### src/rtl/tlb_pkg.sv
package tlb_pkg;
  typedef enum logic [1:0] {
    OP_NONE  = 2'd0,
    OP_FILL  = 2'd1,
    OP_INVAL = 2'd2,
    OP_FLUSH = 2'd3
  } maint_op_e;
endpackage

### src/rtl/tlb_match.sv
module tlb_match #(
  parameter int unsigned N      = 8,
  parameter int unsigned VPN_W  = 20,
  parameter int unsigned ASID_W = 8
) (
  input  logic [N-1:0]             slot_v,
  input  logic [N-1:0][VPN_W-1:0]  slot_vpn,
  input  logic [N-1:0][ASID_W-1:0] slot_asid,
  input  logic [VPN_W-1:0]         key_vpn,
  input  logic [ASID_W-1:0]        key_asid,
  output logic [N-1:0]             hit_vec
);
  for (genvar g = 0; g < N; g++) begin : g_cmp
    assign hit_vec[g] = slot_v[g] && (slot_vpn[g] == key_vpn) && (slot_asid[g] == key_asid);
  end
endmodule

### src/rtl/tlb_lru.sv
module tlb_lru #(
  parameter int unsigned N  = 8,
  localparam int unsigned IW = $clog2(N)
) (
  input  logic          clk,
  input  logic          rst_n,
  input  logic          touch,
  input  logic [IW-1:0] touch_idx,
  output logic [IW-1:0] victim_idx
);
  logic [N-1:0][IW-1:0] age_q;
  logic [N-1:0]         oldest;

  for (genvar g = 0; g < N; g++) begin : g_old
    assign oldest[g] = (age_q[g] == IW'(N - 1));
  end

  always_comb begin
    victim_idx = '0;
    for (int i = 0; i < N; i++) begin
      if (oldest[i]) victim_idx = IW'(i);
    end
  end

  always_ff @(posedge clk) begin
    if (!rst_n) begin
      for (int i = 0; i < N; i++) age_q[i] <= IW'(i);
    end else if (touch) begin
      for (int i = 0; i < N; i++) begin
        if (IW'(i) == touch_idx) age_q[i] <= '0;
        else if (age_q[i] < age_q[touch_idx]) age_q[i] <= age_q[i] + 1'b1;
      end
    end
  end

  p_one_oldest_r6: assert property (@(posedge clk) disable iff (!rst_n) $onehot(oldest))
    else $error("recency order lost its single oldest slot");
  p_age_hold_r7: assert property (@(posedge clk) disable iff (!rst_n) !touch |=> $stable(age_q))
    else $error("recency changed without a touch");
endmodule

### src/rtl/asid_tlb.sv
module asid_tlb #(
  parameter int unsigned N      = 8,
  parameter int unsigned VPN_W  = 20,
  parameter int unsigned PFN_W  = 20,
  parameter int unsigned ASID_W = 8
) (
  input  logic              clk,
  input  logic              rst_n,
  input  logic [ASID_W-1:0] cur_asid,
  input  logic              req_valid,
  output logic              req_ready,
  input  logic [VPN_W-1:0]  req_vpn,
  output logic              rsp_valid,
  output logic              rsp_hit,
  output logic              rsp_miss,
  output logic [PFN_W-1:0]  rsp_pfn,
  input  logic              fill_valid,
  input  logic [VPN_W-1:0]  fill_vpn,
  input  logic [ASID_W-1:0] fill_asid,
  input  logic [PFN_W-1:0]  fill_pfn,
  input  logic              inv_valid,
  input  logic [VPN_W-1:0]  inv_vpn,
  input  logic [ASID_W-1:0] inv_asid,
  input  logic              flush_all
);
  import tlb_pkg::*;
  localparam int unsigned IW = $clog2(N);

  logic [N-1:0]             v_q;
  logic [N-1:0][VPN_W-1:0]  vpn_q;
  logic [N-1:0][PFN_W-1:0]  pfn_q;
  logic [N-1:0][ASID_W-1:0] asid_q;

  maint_op_e         op;
  logic [VPN_W-1:0]  mkey_vpn;
  logic [ASID_W-1:0] mkey_asid;
  logic [N-1:0]      lk_hit_vec, mt_hit_vec;
  logic [IW-1:0]     lk_idx, mt_idx, free_idx, victim_idx, fill_idx;
  logic [PFN_W-1:0]  lk_pfn;
  logic              lk_any, free_any, lookup_fire, touch;
  logic [IW-1:0]     touch_idx;

  always_comb begin
    if (flush_all)       op = OP_FLUSH;
    else if (inv_valid)  op = OP_INVAL;
    else if (fill_valid) op = OP_FILL;
    else                 op = OP_NONE;
  end

  assign mkey_vpn  = (op == OP_INVAL) ? inv_vpn  : fill_vpn;
  assign mkey_asid = (op == OP_INVAL) ? inv_asid : fill_asid;

  tlb_match #(.N(N), .VPN_W(VPN_W), .ASID_W(ASID_W)) u_lk_match (
    .slot_v(v_q), .slot_vpn(vpn_q), .slot_asid(asid_q),
    .key_vpn(req_vpn), .key_asid(cur_asid), .hit_vec(lk_hit_vec));

  tlb_match #(.N(N), .VPN_W(VPN_W), .ASID_W(ASID_W)) u_mt_match (
    .slot_v(v_q), .slot_vpn(vpn_q), .slot_asid(asid_q),
    .key_vpn(mkey_vpn), .key_asid(mkey_asid), .hit_vec(mt_hit_vec));

  always_comb begin
    lk_pfn = '0;
    lk_idx = '0;
    mt_idx = '0;
    for (int i = 0; i < N; i++) begin
      lk_pfn = lk_pfn | (pfn_q[i] & {PFN_W{lk_hit_vec[i]}});
      if (lk_hit_vec[i]) lk_idx = IW'(i);
      if (mt_hit_vec[i]) mt_idx = IW'(i);
    end
    free_idx = '0;
    free_any = 1'b0;
    for (int i = N - 1; i >= 0; i--) begin
      if (!v_q[i]) begin
        free_idx = IW'(i);
        free_any = 1'b1;
      end
    end
  end

  assign lk_any = |lk_hit_vec;

  always_comb begin
    if (|mt_hit_vec)   fill_idx = mt_idx;
    else if (free_any) fill_idx = free_idx;
    else               fill_idx = victim_idx;
  end

  assign req_ready   = (op == OP_NONE);
  assign lookup_fire = req_valid && req_ready;
  assign touch       = (op == OP_FILL) || (lookup_fire && lk_any);
  assign touch_idx   = (op == OP_FILL) ? fill_idx : lk_idx;

  tlb_lru #(.N(N)) u_lru (
    .clk(clk), .rst_n(rst_n), .touch(touch), .touch_idx(touch_idx), .victim_idx(victim_idx));

  always_ff @(posedge clk) begin
    if (!rst_n) begin
      v_q <= '0;
    end else begin
      case (op)
        OP_FLUSH: v_q <= '0;
        OP_INVAL: v_q <= v_q & ~mt_hit_vec;
        OP_FILL:  v_q[fill_idx] <= 1'b1;
        default:  v_q <= v_q;
      endcase
    end
  end

  always_ff @(posedge clk) begin
    if (op == OP_FILL) begin
      vpn_q[fill_idx]  <= fill_vpn;
      pfn_q[fill_idx]  <= fill_pfn;
      asid_q[fill_idx] <= fill_asid;
    end
  end

  always_ff @(posedge clk) begin
    if (!rst_n) begin
      rsp_valid <= 1'b0;
      rsp_hit   <= 1'b0;
      rsp_pfn   <= '0;
    end else begin
      rsp_valid <= lookup_fire;
      rsp_hit   <= lookup_fire && lk_any;
      rsp_pfn   <= lookup_fire ? lk_pfn : '0;
    end
  end

  assign rsp_miss = rsp_valid && !rsp_hit;

  p_one_match_r5: assert property (@(posedge clk) disable iff (!rst_n) $onehot0(lk_hit_vec))
    else $error("duplicate slots for one page and tag");
  p_rsp_timing_r2: assert property (@(posedge clk) disable iff (!rst_n)
      lookup_fire |=> rsp_valid)
    else $error("accepted request gave no response");
  p_no_spurious_r2: assert property (@(posedge clk) disable iff (!rst_n)
      !lookup_fire |=> !rsp_valid)
    else $error("response without accepted request");
  p_miss_zero_r12: assert property (@(posedge clk) disable iff (!rst_n)
      rsp_miss |-> (rsp_pfn == '0))
    else $error("miss returned a nonzero frame");
  p_flush_clears_r9: assert property (@(posedge clk) disable iff (!rst_n)
      flush_all |=> (v_q == '0))
    else $error("flush left a valid slot");
endmodule

### config.mk
export PLATFORM = sky130hd
export DESIGN_NAME = asid_tlb
export DESIGN_NICKNAME = d
export VERILOG_FILES = /design/src/rtl/tlb_pkg.sv /design/src/rtl/tlb_match.sv /design/src/rtl/tlb_lru.sv /design/src/rtl/asid_tlb.sv
export SDC_FILE = /design/constraint.sdc
export NUM_CORES = 1
export LEC_CHECK = 0
export BUFFER_PORTS_ARGS = -buffer_cell sky130_fd_sc_hd__buf_2
export CAP_MARGIN = 20
export CORE_MARGIN = 3
export CORE_UTILIZATION = 25
export DETAILED_ROUTE_END_ITERATION = 7
export PLACE_DENSITY = 0.47
export SETUP_SLACK_MARGIN = 0.5
export SYNTH_ARGS = -nofsm -noshare
export SYNTH_HDL_FRONTEND = slang
export SYNTH_HIERARCHICAL = 1
export SYNTH_SLANG_ARGS = --single-unit
### constraint.sdc
create_clock -name clk -period 8.4 [get_ports clk]
set_input_delay 0 -clock clk [delete_from_list [all_inputs] [get_ports clk]]
set_output_delay 0 -clock clk [all_outputs]
set_load 0.05 [all_outputs]
==> impl_metrics.toml <==
[sta]
finalClockSkew_ns = 0.0224
setup_violations = 0
worst_pin_slew_ns = 1.04
max_freq_ghz = 0.137
setup_slack_ns = 1.10
slew_headroom_pct = 30.4
finalCritPeriodShare_pct = 87.0
rsz0062_at_grt = "no"
drv_slew = 0
hold_viol = 0
period_needed_ns = 7.30
setup_tns_ns = 0

[yosys]
netlist_instances = 1572
yosysUniqueCellTypes = 63
synth_edf_count = 384
synth_area_sq_um = 21500
synth.avg_cell_area_sq_um = 13.7
synth-seq-area-share_pct = 58.7
yosys_warnings = 6
synth_async_sr_flop_share_pct = 0
ys_dominant_reg_cell = "edfxtp_1"
syn_nets = 1717
synth-seq-cells = 438

[finish]
multi_input_area_sq_um = 8500
seq_area_sq_um = 12600
final_nets = 1898
layout_commonest_cell = "edfxtp_1"
nFillCells = 8424
area_growth_pct = 20.0
layout_common_cells = "edfxtp_1, xor2_1, xnor2_1"
drive_above_1_share_pct = 16.8
post-route-util_pct = 30.5

[power]
power_leakage_nw = 8.51
finalPower_w = 0.00516
peakVddDrop_v = 0.000144
pwr_density_cell_nw_per_um2 = 200

[routing]
drt_iter0_drc = 1201
totalWireLength_um = 74400
postRouteAntennaNets = 0
wl_per_cell_um = 25.4
vias = 14200
dr.pass1.iters = 5
drc_errors = 0
via_per_inst = 4.84

[clock_tree]
post_cts_buffers = 0
cts_made_buffers = 49
tritoncts = "yes"
clk_latency_ns = 0.60
path_clk_slew_ns = 0.06
htreeDepth = 2
root_buffer = "clkbuf_16"
clock_path_buffers = 3
clock_sinks = 438

[floorplanning]
start_util_pct = 25.5
dieArea_sq_um = 89600
ios = 134
die_width_um = 299
die_h_um = 299
row_count = 106
design.core.area_sq_um = 84500

[global_routing]
grt_pass1_wl_um = 105000
grt_start_max_net_pins = 58
track_usage_pct = 16.2
grt_pass1_vias = 14300
overflow = 0
antenna_found_initial = 11

[place]
preCtsSetupSlack_ns = 0.606
gp_routability_congestion = 0.852
portBuffers = 133
dp_hpwl_um = 50000

[setup_path]
r2r_end = "u_lru/age_q[2]"
crit_chain = "buf_2 -> inv_1 -> a21oi_1 -> ha_2 -> buf_12 -> mux2_1 -> xor2_1 -> nor4_1 -> nand4_1 -> nor4_1 -> buf_4 -> nor4_4 -> nand2_2 -> a21oi_2 -> a21o_1 -> a21oi_2 -> mux4_2 -> mux2i_1 -> buf_4 -> ha_1 -> a211oi_1 -> o21a_1 -> a32oi_1 -> o2bb2ai_1"
arrival_ns = 7.78
worstPathRequired_ns = 8.87
r2r-start = "vpn_q[67]"
cpMaxStageDelayCell = "nor4_1"
reg2reg_setup_slack_ns = 2.29
rr_worst_depth = 18
max_stage_delay_ns = 0.82
cp-end-kind = "register"
path_max_fanout = 14
crit_family = "compound AO/OA/AOI/OAI gates"
crit_buf_inv = 5
critPathLaunchType = "primary input"
worstSetupPathType = "primary input to register"

[worst_hold_path]
min_delay_path_depth = 2
min_to = "u_lru/age_q[9]"
hp-start = "rst_n"
hold_class = "primary input to register"

[outcome]
status = "finished clean"

[run]
maxCapViolations = 0
[worst reg2reg max path, stage by stage (launching register included)]
cell and delay, ns:
edfxtp_1 0.44, xor2_1 0.23, nor4_1 0.79, nand4_1 0.33
nor4_1 0.32, buf_4 0.21, nor4_4 0.04, nand2_2 0.11
a21oi_2 0.08, a21o_1 0.34, a21oi_2 0.63, mux4_2 0.59
mux2i_1 0.44, buf_4 0.24, ha_1 0.24, a211oi_1 0.49
o21a_1 0.19, a32oi_1 0.10, o2bb2ai_1 0.18
[sequential cells by signal (all words and copies together), names as in the netlist]
signal       cells
v_q              8
asid_q          64
rsp_hit          1
vpn_q          160
u_lru/age_q     24
rsp_valid        1
pfn_q          160
rsp_pfn         20
[how the worst max path moves through the flow]
stage	slack (ns)	end	depth (start not counted)	startpoint
floorplan	2.29	u_lru/age_q[2]	25	inv_valid
global placement	0.75	u_lru/age_q[2]	24	inv_valid
detailed placement	0.61	u_lru/age_q[2]	24	inv_valid
CTS	1.22	u_lru/age_q[2]	24	inv_valid
global route	0.76	u_lru/age_q[2]	24	inv_valid
finish	1.10	u_lru/age_q[2]	24	inv_valid
[power by group]
| part | internal [W] | switching, W |
|---|---|---|
| logic | 0.000159 | 0.000300 |
| clock network | 0.00138 | 0.000925 |
| registers | 0.00238 | 0.00000982 |
[logic make-up after synthesis]
kind of cell | after synthesis | synth area share (%)
and+or+nand+nor | 277 | 7.67
buffers and inverters | 105 | 2.36
adders and majority gates | 35 | 2.04
muxes | 57 | 3.05
AOI/OAI and AO/OA | 214 | 8.06
xor gates and xnor gates | 446 | 18.2
DFF | 438 | 58.7
[final cells by class]
cell class                      instances  area share, %
Clock buffer                           60           5.03
Tap cell                             1134           5.50
Sequential cell                       438           48.9
Multi-Input combinational cell       1029           33.0
Inverter                               13          0.189
Timing Repair Buffer                  222           5.79
Antenna cell                            4         0.0388
Clock inverter                         29           1.61
[synth_stat cells (10+ instances only)]
cell      number  area [sq um]
a21oi_1       16          80.1
a22oi_1       83           623
a41oi_1       20           175
and2_1        10          62.6
buf_2         58           290
clkbuf_1      27           101
dfxtp_1       54          1080
edfxtp_1     384         11500
ha_1          35           438
inv_1         10          37.5
mux2_1        28           315
mux2i_1       25           250
nand2_1       23          86.3
nand3_1       25           125
nand3b_1      10          75.1
nand4_1       52           325
nor2_1        19          71.3
nor2b_1       14          87.6
nor3_1        23           115
nor4_1        79           494
o21ai_0       22           110
xnor2_1      144          1260
xor2_1       302          2650
[timing repair]
item	CTS	global route
hold buffers	49	0
resized for setup	0	0
hold endpoints to repair	385	0
[routing by layer]
| metal | track usage, % | vias to the layer above | part of all wire (%) |
|---|---|---|---|
| li1 | - | 6296 | - |
| met1 | 21.4 | 7229 | 43 |
| met2 | 26.3 | 529 | 47 |
| met3 | 3.27 | 117 | 6.6 |
| met4 | 5.35 | 6 | 3.2 |
| met5 | 0 | - | 0.051 |
[stage by stage]
step           std cells  instance area [sq um]  hold WS (ns)
6_report            2929                  25800        0.0424
5_1_grt             2926                  25800        0.0878
4_1_cts             2925                  25800        0.0254
3_5_place_dp        2787                  23600         0.273
3_3_place_gp        2787                  23600         0.267
2_1_floorplan       1572                  21500        0.0989
Power figures use the tool's default switching activity.
